$ cat src/rtl/wplock_pkg.sv
package wplock_pkg;

  localparam int WORD_W = 32;

  // Lock state encoding; at most one bit set in any state
  typedef enum logic [1:0] {
    LK_SOFT = 2'b00,
    LK_OPEN = 2'b01,
    LK_HARD = 2'b10
  } lock_e;

  localparam logic [WORD_W-1:0] KEY_OPEN = 32'hFC60_0309;
  localparam logic [WORD_W-1:0] KEY_SEAL = 32'hDEAD_DEAD;

  localparam logic [WORD_W-1:0] RB_SOFT = 32'h0000_0000;
  localparam logic [WORD_W-1:0] RB_OPEN = 32'h0000_0001;
  localparam logic [WORD_W-1:0] RB_HARD = 32'h0000_0010;

  function automatic lock_e key_decode(input logic [WORD_W-1:0] d);
    if (d == KEY_OPEN)      return LK_OPEN;
    else if (d == KEY_SEAL) return LK_HARD;
    else                    return LK_SOFT;
  endfunction

  function automatic logic [WORD_W-1:0] lock_readback(input lock_e s);
    case (s)
      LK_OPEN: return RB_OPEN;
      LK_HARD: return RB_HARD;
      default: return RB_SOFT;
    endcase
  endfunction

endpackage

$ cat src/rtl/wplock_ctrl.sv
module wplock_ctrl
  import wplock_pkg::*;
#(
  parameter int ADDR_W = 4
) (
  input  logic              clk,
  input  logic              rst_n,
  input  logic              wr_en,
  input  logic [ADDR_W-1:0] wr_idx,
  input  logic [WORD_W-1:0] wr_data,
  output lock_e             state_o,
  output logic              wr_pass_o,
  output logic              drop_err_o
);

  lock_e state_q, state_d;
  logic  err_q, err_d;
  logic  is_ctl;
  logic  pass;

  assign is_ctl = (wr_idx == '0);

  // Gate decision
  always_comb begin
    case (state_q)
      LK_OPEN: pass = 1'b1;
      LK_SOFT: pass = is_ctl;
      default: pass = 1'b0;
    endcase
  end

  // Next state and error pulse
  always_comb begin
    state_d = state_q;
    if (wr_en && pass && is_ctl) begin
      state_d = key_decode(wr_data);
    end
    err_d = wr_en && !pass;
  end

  always_ff @(posedge clk or negedge rst_n) begin
    if (!rst_n) begin
      state_q <= LK_SOFT;
      err_q   <= 1'b0;
    end else begin
      state_q <= state_d;
      err_q   <= err_d;
    end
  end

  assign state_o    = state_q;
  assign wr_pass_o  = pass;
  assign drop_err_o = err_q;

  AST_SEAL_STICKY: assert property (@(posedge clk) disable iff (!rst_n)
    (state_q == LK_HARD) |=> (state_q == LK_HARD));

  AST_STATE_LEGAL: assert property (@(posedge clk) disable iff (!rst_n)
    $onehot0(state_q));

  AST_OPEN_ON_KEY: assert property (@(posedge clk) disable iff (!rst_n)
    (wr_en && is_ctl && wr_data == KEY_OPEN && state_q != LK_HARD) |=> (state_q == LK_OPEN));

  AST_SEAL_ON_KEY: assert property (@(posedge clk) disable iff (!rst_n)
    (wr_en && is_ctl && wr_data == KEY_SEAL) |=> (state_q == LK_HARD));

endmodule

$ cat src/rtl/cfg_bank.sv
module cfg_bank
  import wplock_pkg::*;
#(
  parameter int ADDR_W  = 4,
  parameter int NUM_CFG = 4
) (
  input  logic                            clk,
  input  logic                            rst_n,
  input  logic                            wr_en,
  input  logic                            wr_pass,
  input  logic [ADDR_W-1:0]               wr_idx,
  input  logic [WORD_W-1:0]               wr_data,
  output logic [NUM_CFG-1:0][WORD_W-1:0]  cfg_o
);

  for (genvar k = 0; k < NUM_CFG; k++) begin : g_reg
    logic              load;
    logic [WORD_W-1:0] val_q, val_d;

    assign load = wr_en && wr_pass && (wr_idx == ADDR_W'(k + 1));

    always_comb begin
      val_d = val_q;
      if (load) val_d = wr_data;
    end

    always_ff @(posedge clk or negedge rst_n) begin
      if (!rst_n) val_q <= '0;
      else        val_q <= val_d;
    end

    assign cfg_o[k] = val_q;
  end

endmodule

$ cat src/rtl/cfg_rdmux.sv
module cfg_rdmux
  import wplock_pkg::*;
#(
  parameter int ADDR_W  = 4,
  parameter int NUM_CFG = 4
) (
  input  logic [ADDR_W-1:0]              rd_idx,
  input  lock_e                          state,
  input  logic [NUM_CFG-1:0][WORD_W-1:0] cfg,
  output logic [WORD_W-1:0]              rd_data
);

  always_comb begin
    rd_data = '0;
    if (rd_idx == '0) begin
      rd_data = lock_readback(state);
    end
    for (int k = 0; k < NUM_CFG; k++) begin
      if (rd_idx == ADDR_W'(k + 1)) rd_data = cfg[k];
    end
  end

endmodule

$ cat src/rtl/cfg_guard_top.sv
module cfg_guard_top
  import wplock_pkg::*;
#(
  parameter int ADDR_W  = 4,
  parameter int NUM_CFG = 4
) (
  input  logic              clk,
  input  logic              rst_n,
  input  logic              wr_en,
  input  logic [ADDR_W-1:0] wr_idx,
  input  logic [31:0]       wr_data,
  input  logic [ADDR_W-1:0] rd_idx,
  output logic [31:0]       rd_data,
  output logic              drop_err
);

  lock_e                          state;
  logic                           wr_pass;
  logic [NUM_CFG-1:0][WORD_W-1:0] cfg;

  wplock_ctrl #(.ADDR_W(ADDR_W)) u_ctrl (
    .clk        (clk),
    .rst_n      (rst_n),
    .wr_en      (wr_en),
    .wr_idx     (wr_idx),
    .wr_data    (wr_data),
    .state_o    (state),
    .wr_pass_o  (wr_pass),
    .drop_err_o (drop_err)
  );

  cfg_bank #(.ADDR_W(ADDR_W), .NUM_CFG(NUM_CFG)) u_bank (
    .clk     (clk),
    .rst_n   (rst_n),
    .wr_en   (wr_en),
    .wr_pass (wr_pass),
    .wr_idx  (wr_idx),
    .wr_data (wr_data),
    .cfg_o   (cfg)
  );

  cfg_rdmux #(.ADDR_W(ADDR_W), .NUM_CFG(NUM_CFG)) u_rd (
    .rd_idx  (rd_idx),
    .state   (state),
    .cfg     (cfg),
    .rd_data (rd_data)
  );

  AST_LOCKED_FREEZE: assert property (@(posedge clk) disable iff (!rst_n)
    (state != LK_OPEN) |=> $stable(cfg));

  AST_ERR_NEEDS_WRITE: assert property (@(posedge clk) disable iff (!rst_n)
    drop_err |-> $past(wr_en));

  AST_NO_ERR_WHEN_OPEN: assert property (@(posedge clk) disable iff (!rst_n)
    (state == LK_OPEN) |=> !drop_err);

endmodule

$ cat config.mk
export PLATFORM = sky130hd
export DESIGN_NAME = cfg_guard_top
export DESIGN_NICKNAME = d
export VERILOG_FILES = /design/src/rtl/wplock_pkg.sv /design/src/rtl/wplock_ctrl.sv /design/src/rtl/cfg_bank.sv /design/src/rtl/cfg_rdmux.sv /design/src/rtl/cfg_guard_top.sv
export SDC_FILE = /design/constraint.sdc
export NUM_CORES = 1
export LEC_CHECK = 0
export ABC_AREA = 0
export BUFFER_PORTS_ARGS = -buffer_cell sky130_fd_sc_hd__buf_4
export CORE_MARGIN = 2
export CORE_UTILIZATION = 30
export DETAILED_ROUTE_END_ITERATION = 6
export PLACE_DENSITY = 0.53
export RECOVER_POWER = 100
export REMOVE_ABC_BUFFERS = 1
export SLEW_MARGIN = 20
export SYNTH_ARGS = -nofsm -noshare
export SYNTH_HDL_FRONTEND = slang
export SYNTH_SLANG_ARGS = --single-unit
$ cat constraint.sdc
create_clock -name clk -period 1.7 [get_ports clk]
set_input_delay 0.085 -clock clk [delete_from_list [all_inputs] [get_ports clk]]
set_output_delay 0.085 -clock clk [all_outputs]
set_load 0.05 [all_outputs]
==> flow_summary_export.csv, run 1 <==
group,metric,value,unit
outcome,status,"completed",
critical_path,path_class,"flop to flop",
yosys,ys_top_cells_by_area,"dfrtp_1 53%, mux2_2 18%, mux2_4 7.3%",
sta,slew_viol_final,0,
yosys,ys.flop_type,"dfrtp_1",
routing,routed_wl,15200,um
yosys,ys_ff_latch,131,
placement,portBuffers,75,
floorplan,die_height,147,um
routing,dr.pass1.iters,4,
yosys,synth_cells,492,
power,internal-power,6.16,mW
final_layout,layout-drive-gt1-share,0.424,
floorplan,start_util,0.305,
sta,tightest_slew,0.802,ns
final_layout,final_core_util,0.400,
clock_tree,clk_path_buf_depth,2,
yosys,synth_cell_type_count,41,
routing,ant_nets,0,
clock_tree,tritoncts,"built",
final_layout,seqCellArea,3280,um^2
power,peakVddDrop,0.593,mV
global_routing,grt_max_degree,55,
floorplan,core_area,20200,um^2
final_layout,area_delta_synth_final,31.2,%
yosys,yosysTopAreaCellShare,0.532,
critical_path,worstPathRequired,2.01,ns
critical_path,startpoint_type,"flop",
routing,num_vias,4320,
yosys,synth_area,6170,um^2
final_layout,multi_input_area,2750,um^2
floorplan,ios,76,
routing,routed_via_density,4.81,
global_routing,grt_pass1_wl,24800,um
final_layout,fillers,1932,
critical_path,end_kind,"flop",
sta,slew-limit-headroom,0.465,
job,maxCapViolCount,0,
routing,drt_first_iter_violations,164,
clock_tree,clock_sinks,131,
clock_tree,insertion_delay,0.42,ns
final_layout,fin_cells,898,
power,p_sw_frac,0.218,
power,power_frac_comb,0.070,
power,p_leak,3.99,nW
sta,timing.clock.skew,0.00419,ns
final_layout,layout_common_cells,"131 x dfrtp_1, 96 x mux2_2, 63 x nor2_1",
global_routing,globalRouteTotalUtil,0.147,
global_routing,grt_pass1_vias,4591,
sta,setup_violations,0,
placement,place_hpwl,10400,um
final_layout,nets,658,
worst_hold_path,min_path_type,"primary input to flop",
final_layout,antennaDiodeCount,0,
yosys,synth_edf_count,0,
clock_tree,path_clk_slew,0.06,ns
clock_tree,cts_buffers,17,
global_routing,grt_overflow,0,
power,finalPower,7.88,mW
clock_tree,h-tree-depth,4,
routing,drc,0,
yosys,ys_warn_count,0,
yosys,seq_area_frac_synth,0.532,
clock_tree,clockRootBuffer,"clkbuf_16",
sta,rsz0062_at_grt,"true",
sta,clock.fmax,593,MHz
floorplan,die_w,147,um
yosys,async_flop_share,1.00,
sta,finalCriticalPeriod,1.69,ns
power,power_density,974,nW/um^2
power,clockPowerShare,0.534,
power,seqPwrFrac,0.396,
critical_path,path_max_fanout,17,
global_routing,antenna_found_initial,0,
placement,gp_congestion,0.746,
yosys,synth_top_area_cell,"dfrtp_1",
power,p_switching,1.72,mW
sta,hold_viol,0,
sta,fin_crit_sh,0.992,
critical_path,worstPathArrival,1.99,ns
final_layout,mostFrequentLayoutCell,"dfrtp_1",
floorplan,die_area,21700,um^2
placement,dp.cells,831,
yosys,avgSynthCellArea,12.5,um^2
routing,avgRoutedWirePerCell,16.9,um
floorplan,placementRows,52,
==> state kept, by name, summed over array words and instances, names as in the netlist <==
name	count
u_bank.g.val_q	128
u_ctrl.drop_err_o	1
u_ctrl.state_o	2
==> what timing repair did <==
| item | in CTS | in global routing |
|---|---|---|
| endpoints found under the hold margin | 182 | 0 |
| buffers inserted | 0 | 1 |
| pin swaps | 2 | 3 |
| resized for setup | 1 | 5 |
| setup endpoints to repair | 2 | 3 |
| hold buffers | 34 | 0 |
==> worst max-delay path: stages, from the launching register on <==
cell and delay, ns:
dfrtp_1 0.38, and4bb_4 0.29, clkbuf_1 0.17, nand3_2 0.10, clkbuf_4 0.28, mux2_2 0.33
==> cells in the mapped netlist (2+ instances only) <==
cell type	count
a211o_1	2
a2bb2oi_1	30
a32oi_1	2
buf_2	11
buf_6	4
clkbuf_1	14
dfrtp_1	131
inv_1	2
mux2_1	2
mux2_2	96
mux2_4	30
nand2_1	32
nand3_2	2
nand3b_1	4
nand4_1	3
nand4b_1	3
nor2_1	63
nor2b_1	2
nor3_1	2
nor4_1	3
nor4b_1	3
o21ai_0	2
o21ai_1	30
or4bb_1	2
==> power groups by stage <==
stage	sequential, mW	clock, mW	combinational [mW]
final	3.12	4.21	0.554
after global routing	3.12	4.44	0.602
after CTS	3.12	4.28	0.585
after detailed placement	3.18	0	0.521
after global placement	3.18	0	0.514
after floorplan	3.18	0	0.188
==> metal layers <==
| metal | GRT usage | routed length, um | vias up |
|---|---|---|---|
| met1 | 0.195 | 7290 | 2212 |
| met4 | 0.0462 | 206 | 0 |
| met2 | 0.237 | 7180 | 72 |
| li1 | - | - | 2018 |
| met3 | 0.0380 | 478 | 18 |
| met5 | 0 | 0 | - |
==> final cells by class <==
class                           instances  share of cell area
Timing Repair Buffer                  133               0.128
Tap cell                              270              0.0417
Clock inverter                         13              0.0284
Sequential cell                       131               0.405
Inverter                                2            0.000928
Multi-Input combinational cell        330               0.340
Clock buffer                           19              0.0560
==> stage by stage <==
stage	instance area (um^2)	worst slack, ns	hold WS (ns)	TNS [ns]
6_report	8090	0.0133	0.0551	0
5_1_grt	8090	-0.0631	0.0935	-2.01
4_1_cts	8250	0.0107	0.0222	0
3_5_place_dp	7230	0.0870	0.0624	0
3_3_place_gp	7230	0.108	0.0566	0
2_1_floorplan	6010	-1.08	-0.211	-73.39
==> final timing paths <==
path	startpoint	endpoint	slack [ns]	depth (start not counted)
max	u_ctrl.state_o[1]	u_bank.g_reg[3].val_q[12]	0.01	5
min	wr_idx[3]	u_ctrl.drop_err_o	0.06	4
max reg2reg	u_ctrl.state_o[1]	u_bank.g_reg[3].val_q[12]	0.01	5
min reg2reg	u_bank.g_reg[2].val_q[6]	u_bank.g_reg[2].val_q[6]	0.49	1
max in group asynchronous	rst_n	u_bank.g_reg[1].val_q[10]	0.23	3
min in group asynchronous	rst_n	u_bank.g_reg[2].val_q[18]	0.30	2
==> kinds of logic (layout without fill, tap and decap cells) <==
family / Yosys count / count (layout) / synth area share
AND/OR/NAND/NOR: 132 / 132 / 0.111
flip-flops: 131 / 131 / 0.532
multiplexers: 128 / 128 / 0.252
AO/OA/AOI/OAI: 70 / 70 / 0.0799
buffers and inverters: 31 / 167 / 0.0260
Power figures use the tool's default switching activity.
==> run 2: changes to the inputs <==
--- a/config.mk
+++ b/config.mk
@@ -7,6 +7,7 @@
 export LEC_CHECK = 0
 export ABC_AREA = 0
 export BUFFER_PORTS_ARGS = -buffer_cell sky130_fd_sc_hd__buf_4
+export CORE_ASPECT_RATIO = 2
 export CORE_MARGIN = 2
 export CORE_UTILIZATION = 30
 export DETAILED_ROUTE_END_ITERATION = 6
==> flow_summary_export.csv, run 2 (synthesis gave the netlist of run 1 again) <==
group,metric,value,unit
clock_tree,clock_sinks,131,
floorplan,core_area,20300,um^2
routing,dr.pass1.iters,4,
sta,rsz0062_at_grt,"true",
global_routing,grt_pass1_vias,4564,
clock_tree,h-tree-depth,4,
final_layout,final_core_util,0.409,
floorplan,start_util,0.304,
routing,drc,0,
final_layout,largest_register,"u_bank.g.val_q",
global_routing,grt_max_degree,48,
clock_tree,insertion_delay,0.42,ns
critical_path,worstPathRequired,1.62,ns
clock_tree,cts_buffers,17,
sta,slew_viol_final,0,
routing,drt_first_iter_violations,126,
clock_tree,path_clk_slew,0.06,ns
floorplan,die_height,207,um
sta,tightest_slew,1.05,ns
outcome,status,"finished with violations",
global_routing,busiest_layer,"met2",
placement,dp.cells,825,
clock_tree,tritoncts,"built",
global_routing,grt_use_met1,0.162,
routing,avgRoutedWirePerCell,17.8,um
critical_path,end_kind,"primary output",
critical_path,worstPathArrival,1.63,ns
sta,layout_setup_ws,-0.0181,ns
floorplan,ios,76,
sta,timing.clock.skew,0.00569,ns
global_routing,met2_usage,0.288,
routing,routed_via_density,4.88,
critical_path,startpoint_type,"flop",
global_routing,antenna_found_initial,1,
routing,ant_nets,0,
placement,gp_congestion,0.733,
final_layout,fin_cells,894,
placement,portBuffers,75,
final_layout,layout-drive-gt1-share,0.424,
placement,place_hpwl,10900,um
sta,hold_viol,0,
power,finalPower,7.94,mW
power,p_switching,1.68,mW
global_routing,grt_overflow,0,
critical_path,reg2reg_depth,4,
worst_hold_path,min_to,"u_ctrl.drop_err_o",
job,maxCapViolCount,0,
critical_path,r2r-start,"u_ctrl.state_o[1]",
placement,place_ws,0.0630,ns
routing,routed_wl,15900,um
global_routing,globalRouteTotalUtil,0.152,
worst_hold_path,hold_path_depth,4,
sta,finalCriticalPeriod,1.72,ns
critical_path,r2r_slack,0.02,ns
critical_path,path_max_fanout,4,
clock_tree,clockRootBuffer,"clkbuf_16",
routing,num_vias,4361,
worst_hold_path,min_path_type,"primary input to flop",
critical_path,path_class,"flop to primary output",
critical_path,r2r_end,"u_bank.g_reg[0].val_q[31]",
power,power_frac_comb,0.073,
power,p_sw_frac,0.212,
sta,holdWs,0.0478,ns
power,power_density,957,nW/um^2
worst_hold_path,min-delay-start,"wr_idx[3]",
final_layout,area_delta_synth_final,34.6,%
sta,fin_crit_sh,1.01,
final_layout,nets,657,
outcome,violations,"setup timing",
floorplan,die_area,21800,um^2
sta,clock.fmax,582,MHz
global_routing,met3_usage,0.0327,
power,seqPwrFrac,0.393,
power,clockPowerShare,0.534,
final_layout,mostFrequentLayoutCell,"dfrtp_1",
final_layout,largest_reg_flops,128,
global_routing,grt_pass1_wl,25000,um
final_layout,layout_common_cells,"131 x dfrtp_1, 96 x mux2_2, 84 x buf_4",
power,internal-power,6.26,mW
power,peakVddDrop,0.617,mV
power,p_leak,4.07,nW
sta,slew-limit-headroom,0.301,
sta,setup_violations,1,
floorplan,die_w,105,um
floorplan,placementRows,74,
clock_tree,clk_path_buf_depth,2,
## run 2: per-layer routing
layer	up-vias	routed length, um
met2	70	8980
met3	19	441
met4	0	327
li1	2012	-
met1	2260	6170
met5	-	0
## run 2: per-stage QoR
| stage | area (um^2) | TNS, ns |
|---|---|---|
| floorplan | 6010 | -73.39 |
| global placement | 7220 | 0 |
| detailed placement | 7220 | 0 |
| CTS | 8250 | -0.00670 |
| global route | 8300 | -0.364 |
| finish | 8300 | -0.0181 |
## run 2: power by group through the flow
stage	Sequential, mW	Clock (mW)	Combinational [mW]
CTS	3.12	4.30	0.592
global placement	3.18	0	0.523
floorplan	3.18	0	0.188
detailed placement	3.18	0	0.527
global route	3.12	4.42	0.631
finish	3.12	4.24	0.580
## run 2: final cells by class
type	count	area, um^2
Multi-Input combinational cell	330	2770
Clock inverter	9	198
Fill cell	1959	12000
Clock buffer	23	488
Antenna cell	1	2.50
Inverter	2	7.51
Timing Repair Buffer	132	1220
Tap cell	266	333
Sequential cell	131	3280
## run 2: critical path, cell delays in order, from the launching register on
cell and delay [ns]:
dfrtp_1 0.38, buf_4 0.16, nor2b_4 0.10, o21ai_0 0.07, a32oi_1 0.25, buf_4 0.24
## run 2: worst max-delay path by stage
stage                                        start                   endpoint  slack (ns)  cells past startpoint
final                            u_ctrl.state_o[0]                 rd_data[4]       -0.02                      5
after global routing             u_ctrl.state_o[0]                 rd_data[4]       -0.07                      5
after CTS                 u_bank.g_reg[0].val_q[0]                 rd_data[0]      -0.007                      4
after detailed placement         u_ctrl.state_o[1]  u_bank.g_reg[0].val_q[31]        0.06                      4
after global placement           u_ctrl.state_o[1]  u_bank.g_reg[0].val_q[31]         0.1                      4
after floorplan                          rd_idx[3]                rd_data[10]       -1.08                      3
## run 2: timing repair
action,4_1_cts,5_1_grt
resized for setup,1,7
endpoints found under the setup margin,2,2
setup buffers,0,2
hold buffers,34,0
hold endpoints to repair,163,0
pin swaps,3,3
